$ cat config.mk
export PLATFORM = sky130hd
export DESIGN_NAME = tx_clk_cfg
export DESIGN_NICKNAME = d
export VERILOG_FILES = /design/src/rtl/tx_clk_pkg.sv /design/src/rtl/tx_zmax_dec.sv /design/src/rtl/tx_cfg_regs.sv /design/src/rtl/tx_rate_div.sv /design/src/rtl/tx_clk_cfg.sv
export SDC_FILE = /design/constraint.sdc
export NUM_CORES = 1
export LEC_CHECK = 0
export BUFFER_PORTS_ARGS = -buffer_cell sky130_fd_sc_hd__buf_2
export CORE_MARGIN = 4
export CORE_UTILIZATION = 50
export CTS_CLUSTER_DIAMETER = 40
export DETAILED_ROUTE_END_ITERATION = 10
export PLACE_DENSITY = 0.84
export SLEW_MARGIN = 10
export SYNTH_ARGS = -nofsm -noshare
export SYNTH_HDL_FRONTEND = slang
export SYNTH_SLANG_ARGS = --single-unit
$ cat constraint.sdc
create_clock -name clk -period 3.1 [get_ports clk]
set_input_delay 0.31 -clock clk [delete_from_list [all_inputs] [get_ports clk]]
set_output_delay 0.31 -clock clk [all_outputs]
set_load 0.005 [all_outputs]
$ cat src/rtl/tx_clk_pkg.sv
package tx_clk_pkg;
  // field widths of the raw register fields
  localparam int MODF_W = 7;
  localparam int L2F_W  = 5;
  localparam int L1F_W  = 3;
  localparam int FLF_W  = 7;
  // decoded widths hold the value 2**field_width
  localparam int MODR_W = MODF_W + 1;
  localparam int L2R_W  = L2F_W + 1;
  localparam int L1R_W  = L1F_W + 1;
  localparam int FLR_W  = FLF_W + 1;
  // bit positions inside the written words
  localparam int BW_BIT  = 7;
  localparam int MOD_LSB = 0;
  localparam int L1_LSB  = 0;
  localparam int FL_LSB  = 3;
  localparam int BYP_BIT = 10;
  localparam int L2_LSB  = 11;

  typedef struct packed {
    logic              bw_hi;
    logic              bypass;
    logic [MODR_W-1:0] mod_ratio;
    logic [L2R_W-1:0]  l2_ratio;
    logic [L1R_W-1:0]  l1_ratio;
    logic [FLR_W-1:0]  flen;
  } tx_cfg_t;
endpackage

$ cat src/rtl/tx_zmax_dec.sv
// Turns a rate field into a ratio: zero selects 2**FW, values under MIN_RATIO rise to MIN_RATIO.
module tx_zmax_dec #(
  parameter int FW        = 7,
  parameter int MIN_RATIO = 1
) (
  input  logic [FW-1:0] field,
  output logic [FW:0]   ratio
);
  localparam logic [FW:0] MAXV = (FW+1)'(1) << FW;
  localparam logic [FW:0] MINV = (FW+1)'(MIN_RATIO);

  always_comb begin
    if (field == '0)                  ratio = MAXV;
    else if ({1'b0, field} < MINV)    ratio = MINV;
    else                              ratio = {1'b0, field};
  end
endmodule

$ cat src/rtl/tx_cfg_regs.sv
module tx_cfg_regs
  import tx_clk_pkg::*;
#(
  parameter int          AW        = 8,
  parameter int          DW        = 16,
  parameter logic [AW-1:0] ADDR_CTL0 = 8'h30,
  parameter logic [AW-1:0] ADDR_CTL1 = 8'h31
) (
  input  logic          clk,
  input  logic          rst,
  input  logic          wr_valid,
  input  logic [AW-1:0] wr_addr,
  input  logic [DW-1:0] wr_data,
  output tx_cfg_t       cfg,
  output logic          restart
);
  logic hit0, hit1;
  logic [MODR_W-1:0] mod_dec;
  logic [L2R_W-1:0]  l2_dec;
  logic [L1R_W-1:0]  l1_dec;
  logic [FLR_W-1:0]  fl_dec;

  assign hit0    = wr_valid && (wr_addr == ADDR_CTL0);
  assign hit1    = wr_valid && (wr_addr == ADDR_CTL1);
  assign restart = hit0 || hit1;

  tx_zmax_dec #(.FW(MODF_W), .MIN_RATIO(2)) u_dec_mod (
    .field(wr_data[MOD_LSB +: MODF_W]), .ratio(mod_dec));
  tx_zmax_dec #(.FW(L2F_W), .MIN_RATIO(1)) u_dec_l2 (
    .field(wr_data[L2_LSB +: L2F_W]), .ratio(l2_dec));
  tx_zmax_dec #(.FW(L1F_W), .MIN_RATIO(1)) u_dec_l1 (
    .field(wr_data[L1_LSB +: L1F_W]), .ratio(l1_dec));
  tx_zmax_dec #(.FW(FLF_W), .MIN_RATIO(1)) u_dec_fl (
    .field(wr_data[FL_LSB +: FLF_W]), .ratio(fl_dec));

  always_ff @(posedge clk) begin
    if (rst) begin
      cfg.bw_hi     <= 1'b0;
      cfg.bypass    <= 1'b0;
      cfg.mod_ratio <= MODR_W'(1) << MODF_W;
      cfg.l2_ratio  <= L2R_W'(1) << L2F_W;
      cfg.l1_ratio  <= L1R_W'(1) << L1F_W;
      cfg.flen      <= FLR_W'(1) << FLF_W;
    end else begin
      if (hit0) begin
        cfg.bw_hi     <= wr_data[BW_BIT];
        cfg.mod_ratio <= mod_dec;
      end
      if (hit1) begin
        cfg.bypass   <= wr_data[BYP_BIT];
        cfg.l2_ratio <= l2_dec;
        cfg.l1_ratio <= l1_dec;
        cfg.flen     <= fl_dec;
      end
    end
  end
endmodule

$ cat src/rtl/tx_rate_div.sv
// Counts tick strobes and emits one registered pulse on every ratio-th tick.
module tx_rate_div #(
  parameter int RW = 8
) (
  input  logic          clk,
  input  logic          rst,
  input  logic          restart,
  input  logic          tick,
  input  logic          hold,
  input  logic [RW-1:0] ratio,
  output logic          pulse
);
  logic [RW-1:0] cnt;
  logic          last;

  assign last = (cnt == ratio - RW'(1));

  always_ff @(posedge clk) begin
    if (rst || restart) begin
      cnt   <= '0;
      pulse <= 1'b0;
    end else begin
      pulse <= tick && last && !hold;
      if (tick) cnt <= last ? '0 : cnt + RW'(1);
    end
  end
endmodule

$ cat src/rtl/tx_clk_cfg.sv
module tx_clk_cfg
  import tx_clk_pkg::*;
#(
  parameter int            AW        = 8,
  parameter int            DW        = 16,
  parameter logic [AW-1:0] ADDR_CTL0 = 8'h30,
  parameter logic [AW-1:0] ADDR_CTL1 = 8'h31
) (
  input  logic              clk,
  input  logic              rst,
  input  logic              wr_valid,
  input  logic [AW-1:0]     wr_addr,
  input  logic [DW-1:0]     wr_data,
  output logic              bw_hi,
  output logic              bypass,
  output logic [FLR_W-1:0]  flen,
  output logic [L1R_W-1:0]  l1_ratio,
  output logic [L2R_W-1:0]  l2_ratio,
  output logic [MODR_W-1:0] mod_ratio,
  output logic              mod_en,
  output logic              s2_en,
  output logic              s1_en
);
  tx_cfg_t cfg;
  logic    restart;

  tx_cfg_regs #(.AW(AW), .DW(DW), .ADDR_CTL0(ADDR_CTL0), .ADDR_CTL1(ADDR_CTL1)) u_regs (
    .clk(clk), .rst(rst), .wr_valid(wr_valid), .wr_addr(wr_addr),
    .wr_data(wr_data), .cfg(cfg), .restart(restart));

  // modulator-rate stage runs on every master cycle
  tx_rate_div #(.RW(MODR_W)) u_div_mod (
    .clk(clk), .rst(rst), .restart(restart), .tick(1'b1), .hold(1'b0),
    .ratio(cfg.mod_ratio), .pulse(mod_en));

  // upsampled-data stage counts modulator enables
  tx_rate_div #(.RW(L2R_W)) u_div_s2 (
    .clk(clk), .rst(rst), .restart(restart), .tick(mod_en), .hold(1'b0),
    .ratio(cfg.l2_ratio), .pulse(s2_en));

  // first-stage enable counts upsampled-data enables, silent under bypass
  tx_rate_div #(.RW(L1R_W)) u_div_s1 (
    .clk(clk), .rst(rst), .restart(restart), .tick(s2_en), .hold(cfg.bypass),
    .ratio(cfg.l1_ratio), .pulse(s1_en));

  assign bw_hi     = cfg.bw_hi;
  assign bypass    = cfg.bypass;
  assign flen      = cfg.flen;
  assign l1_ratio  = cfg.l1_ratio;
  assign l2_ratio  = cfg.l2_ratio;
  assign mod_ratio = cfg.mod_ratio;
endmodule

# Word-level counts from Yosys, hierarchy flattened
# Cells that the tools add are included.
[totals]
register_bits = 49
latch_bits = 0
mem_bits_rw = 0
romBits = 0
in_bits = 27
word_cells = 50
mem_count = 0
[op_classes]
n_addsub = 6
mul = 0
div = 0
magnitude_cmp = 4
eq_ne = 5
shift = 0
muxes = 10
bitwise_logic = 0
n_reduce_logical = 13
[ops]
columns = ["operator", "count"]
rows = [
  ["8-bit by 6-bit equality test with 1-bit output, second input constant", 2],
  ["8-bit 2-to-1 mux", 2],
  ["7-bit zero test", 2],
  ["7-bit 2-to-1 mux", 2],
  ["6-bit 2-to-1 mux", 2],
  ["8-bit by 1-bit adder with 8-bit output, second input constant", 1],
  ["8-bit equality test", 1],
  ["4-bit 2-to-1 mux", 2],
  ["8-bit by 1-bit subtractor with 8-bit output, second input constant", 1],
  ["7-bit by 1-bit < comparator with 1-bit output, second input constant", 1],
  ["7-bit by 2-bit < comparator with 1-bit output, second input constant", 1],
  ["6-bit by 1-bit adder with 6-bit output, second input constant", 1],
  ["6-bit equality test", 1],
  ["6-bit by 1-bit subtractor with 6-bit output, second input constant", 1],
  ["1-bit logical AND", 5],
  ["5-bit zero test", 1],
  ["5-bit by 1-bit < comparator with 1-bit output, second input constant", 1],
  ["5-bit 2-to-1 mux", 1],
  ["4-bit by 1-bit adder with 4-bit output, second input constant", 1],
  ["4-bit equality test", 1],
  ["4-bit by 1-bit subtractor with 4-bit output, second input constant", 1],
  ["3-bit zero test", 1],
  ["3-bit by 1-bit < comparator with 1-bit output, second input constant", 1],
  ["3-bit 2-to-1 mux", 1],
  ["3 further kinds", 4],
]

# Depth between registers and ports, before layout
[logic_depth]
word_depth = 5
mapped_depth = 8
ltp_nobuf = 7

# Hierarchy
# A second synthesis with hierarchy kept.
[hier_totals]
hier_cells = 319
area_unflattened_um2 = 2961.6
[by_module_without_submodules]
columns = ["mod", "n_inst", "cells_per_inst", "area_per_inst_um2"]
rows = [
  ["tx_cfg_regs", 1, 127, 1296.2],
  ["tx_rate_div (u_div_mod)", 1, 74, 713.2],
  ["tx_rate_div (u_div_s2)", 1, 55, 469.2],
  ["tx_rate_div (u_div_s1)", 1, 30, 297.8],
  ["tx_zmax_dec (u_regs.u_dec_mod)", 1, 11, 63.8],
  ["tx_zmax_dec (u_regs.u_dec_fl)", 1, 9, 56.3],
  ["tx_zmax_dec (u_regs.u_dec_l2)", 1, 7, 36.3],
  ["tx_zmax_dec (u_regs.u_dec_l1)", 1, 4, 21.3],
  ["tx_clk_cfg", 1, 2, 7.5],
]

# Least setup slack after synthesis
# OpenSTA, ideal clock, no wires.
[synth_path]
path_type = "reg2reg"
startpoint = "register, netlist name u_regs.cfg[18]"
endpoint = "register u_div_mod.pulse"
setup_time_ps = 115
arrival_ps = 1944
required_time_ps = 2985
slack_ps = 1041
path_stages_with_launch = 8
period_less_slack_ps = 2059
path_cell_list = "dfxtp_1 > inv_1 > ha_1 > or3b_1 > or4_2 > o311ai_0 > a211oi_2 > and2_1"
[synth_between]
elab_chain_len = 2
[synth_rtl]
columns = ["item", "line_no", "rtl"]
rows = [
  ["8-bit by 1-bit subtractor with 8-bit output", "tx_rate_div.sv:16", "assign last = (cnt == ratio - RW'(1));"],
  ["8-bit equality test", "tx_rate_div.sv:16", ""],
  ["to (signal assigned)", "tx_rate_div.sv:23", "pulse <= tick && last && !hold;"],
  ["to (decl)", "tx_rate_div.sv:11", "output logic pulse"],
]
# No other way between the ends.
# A chain may end at the register's enable or synchronous reset.

# Worst setup path after layout
[layout_path]
startpoint = "register, netlist name u_regs.cfg[12]"
endpoint = "register u_div_s2.cnt[2]"
[layout_between]
elab_chain_len = 3
[layout_rtl]
columns = ["item", "line_no", "rtl"]
rows = [
  ["6-bit by 1-bit subtractor with 6-bit output", "tx_rate_div.sv:16", ""],
  ["6-bit equality test", "tx_rate_div.sv:16", ""],
  ["6-bit 2-to-1 mux", "tx_rate_div.sv:24", "if (tick) cnt <= last ? '0 : cnt + RW'(1);"],
  ["to (signal assigned)", "tx_rate_div.sv:24", ""],
  ["to (decl)", "tx_rate_div.sv:13", "logic [RW-1:0] cnt;"],
]
# No other way between the ends.

==> summary by stage <==
Pwr
The highest ir drop seen on vdd is between 0.0002 and 0.00025 V. The total power consumption of the routed design is about 1.1 mW. Summed over all cells, the static leakage comes to around 1.2 nW.

Power spread over the standard cell area amounts to about 370 mW/mm^2.

Placed design
After legalization and detailed placement, the total HPWL measured slightly above 4000 um. Routability-driven placement finished with a final weighted congestion of approximately 0.83. The number of port buffers is between 50 and 60.

Floorplan
The placeable core area is between 0.004 and 0.005 mm^2. For this design the top-level I/O count stands at 58. The number of rows created at floorplan is 25. The horizontal die dimension is between 70 and 80 um. The die area is between 0.006 and 0.007 mm^2. The initial core utilization is 0.518. The die is around 78 um tall.

Logic synthesis
The commonest cells after synthesis are sky130_fd_sc_hd__dfxtp_1 (49), sky130_fd_sc_hd__nor2_1 (29), sky130_fd_sc_hd__nand2_1 (18), sky130_fd_sc_hd__nand3_1 (18), sky130_fd_sc_hd__xnor2_1 (18). The synthesized netlist cell count is about 270. The area share of the leading cell type in the synthesized netlist is 0.401.

Synthesis produced a netlist with a net count of 307. Sorting the synthesized cells by area gives the leading types as sky130_fd_sc_hd__dfxtp_1 (40%), sky130_fd_sc_hd__xnor2_1 (6.4%), sky130_fd_sc_hd__mux2i_1 (6.1%), sky130_fd_sc_hd__xor2_1 (4.7%), sky130_fd_sc_hd__nor2_1 (4.5%). Yosys printed 0 warnings.

Each instance of the synthesized netlist takes up on average between 8 and 9 um^2. After synthesis the cells add up to roughly 0.0024 mm^2. The cell taking the most area after synthesis is sky130_fd_sc_hd__dfxtp_1. The async set-reset flop share out of synthesis is 0. Among all flip-flop cells after synthesis, the most frequent one is sky130_fd_sc_hd__dfxtp_1. In this run, synthesis produced a sequential element count of 49.

The share of the yosys chip area belonging to registers is 0.401. The number of flops mapped to enable cells by yosys is 0. After synthesis, the netlist uses 53 different library cells. The library cell with the highest instance count after synthesis is sky130_fd_sc_hd__dfxtp_1.

Clocking
The H-tree depth is 2. The master cell of the clock root buffer is sky130_fd_sc_hd__clkbuf_8. The clock passes through at most 2 buffers. At the later pin of the worst-skew pair, clock insertion delay measures between 200 and 300 ps.

TritonCTS built the clock tree. In this run the post-CTS setup repair buffer count came out at 0. The number of hold-repair buffers added at the cts stage is 0.

Buffers inserted during clock tree synthesis total 5. The clock-pin slew of the registers on the worst-case setup and hold paths is around 80 ps. The number of resized instances in the post-cts repair step is 0.

The clock net in this run drives a total of between 40 and 50 sinks.

Layout
The fraction of layout instances using a drive strength above 1 is 0.225. The number of filler instances in the final layout is 427. The growth of design area from synthesis to finish is 16.4%. The number of antenna cells inserted is 0. The net count reported at finish is 358.

STA
The final number of setup-violating endpoints is 0. The transition time of the tightest slew-check pin is ~880 ps. The post-route fraction of the period consumed by the critical path is 0.734.

The final clock skew is 2.52 ps. The max-slew violation count is 0. Hold is met by between 200 and 300 ps.

Measured against its own limit, the worst slew margin works out to 0.414. Counting I/O delays and the setup requirement, the final critical path takes roughly 2300 ps. Derived from the worst setup path, the maximum achievable clock frequency is ~440 MHz.

The hold violation total from the final report is 0. Setup repair after global routing left no endpoint under its margin. Adding up every negative setup slack in the final design gives 0 ps.

Status
The run finished with clean final reports.

Setup path
The critical path is of the reg2reg type. The worst setup path is launched from a flip-flop. The endpoint arrival time on the critical path is ~2400 ps. Data on the critical path is required at its endpoint by between 3000 and 4000 ps.

The largest fanout on the critical path is 7. The critical path capture point type is a flip-flop.

Detailed routing
After detailed routing, the number of vias per cell comes to between 5 and 6. Wire segments on met3 add up to around 340 um in the final route. The initial DRC count is just over 90.

For this block, the routed nets add up to 5370 um of wire. The routed length on met1 is approximately 2500 um. The via count is around 2100. The detailed-route wire length per cell is roughly 14 um.

The total iterations of the first detailed-routing run is 4. The highest metal layer with signal wires is met4. The wire length on met2 is 2480 um. In this run the remaining antenna-violating nets after routing total 0. For this run, design rule violations remaining after detail routing come to 0.

Global routing
The number of global-route vias before repair is around 2000. The first global-routing pass estimated between 9000 and 10000 um of wire. The total overflow left after global routing is 0.

The global-route usage over all layers is 0.184. The initial antenna violation count is 0. Entering global routing, the biggest net connects 31 pins.

Hold path
The worst hold path class is in2reg.

Run
The tool flagged a number of max-cap violations equal to 0.
layout make-up:
class                           instances  area [um^2]  share of cell area
Clock buffer                            7         86.3              0.0303
Inverter                                7         26.3             0.00923
Multi-Input combinational cell        203         1370               0.481
Sequential cell                        49          981               0.345
Tap cell                               67         83.8              0.0295
Timing Repair Buffer                   59          300               0.105
where the power goes:
group	total [mW]	internal [mW]	switching (mW)	leakage [nW]
combinational	0.0531	0.0225	0.0306	0.789
sequential	0.638	0.633	0.00579	0.395
clock	0.363	0.177	0.186	0.0443
total	1.05	0.832	0.223	1.23
metrics by stage:
step | instance area, um^2 | worst slack (ps) | util | std cells
3_5_place_dp | 2760 | 607 | 0.584 | 385
6_report | 2850 | 823 | 0.603 | 392
5_1_grt | 2850 | 559 | 0.603 | 392
4_1_cts | 2850 | 778 | 0.603 | 392
3_3_place_gp | 2760 | 658 | 0.584 | 385
2_1_floorplan | 2450 | 1040 | - | 274
critical path: stages (launching register included):
cell	delay [ps]
sky130_fd_sc_hd__dfxtp_1	440
sky130_fd_sc_hd__inv_1	70
sky130_fd_sc_hd__ha_1	240
sky130_fd_sc_hd__o21ba_2	210
sky130_fd_sc_hd__a221oi_1	280
sky130_fd_sc_hd__a41oi_1	70
sky130_fd_sc_hd__nor3_1	580
sky130_fd_sc_hd__a2111oi_0	230
registers in the layout, summed over array words and instances (netlist names):
signal and cells:
u_div_s2.pulse 1, u_div_s2.cnt 6, u_div_mod.pulse 1, u_div_mod.cnt 8, u_regs.cfg 28, u_div_s1.pulse 1
u_div_s1.cnt 4
cells by family (layout without fill, tap and decap cells):
| group | count (synthesis) | in the layout | share of synthesized area |
|---|---|---|---|
| mux | 15 | 15 | 0.0614 |
| flops | 49 | 49 | 0.401 |
| simple gates | 117 | 117 | 0.254 |
| buf+inv | 22 | 73 | 0.0394 |
| fa+ha+maj | 6 | 6 | 0.0307 |
| xor+xnor | 31 | 31 | 0.111 |
| compound gates | 34 | 34 | 0.102 |
metal layers:
metal / GRT usage / vias to the layer above
met5: 0 / -
met3: 0.0534 / 6
met2: 0.292 / 61
li1: - / 1072
met4: 0.0577 / 0
met1: 0.240 / 993
final timing paths:
check / from / end / cells past startpoint / slack, ps
max reg2reg: u_regs.cfg[12] / u_div_s2.cnt[2] / 7 / 820
min: wr_data[9] / u_regs.cfg[6] / 3 / 260
min reg2reg: u_regs.cfg[26] / u_div_s1.pulse / 1 / 470
max: u_regs.cfg[12] / u_div_s2.cnt[2] / 7 / 820
cell usage in the layout, fill, tap and decap left out, drive strengths merged, types with 3 or more instances in the layout:
cell and count:
buf 59, dfxtp 49, nor2 29, nand3 18, xnor2 18, nand2 18, mux2i 15, nor3 15
xor2 13, a21oi 10, inv 7, clkbuf 7, nand3b 6, ha 6, a211oi 6, nand4 5
or4 4, a211o 3, and3 3
(Power assumes the default switching activity.)
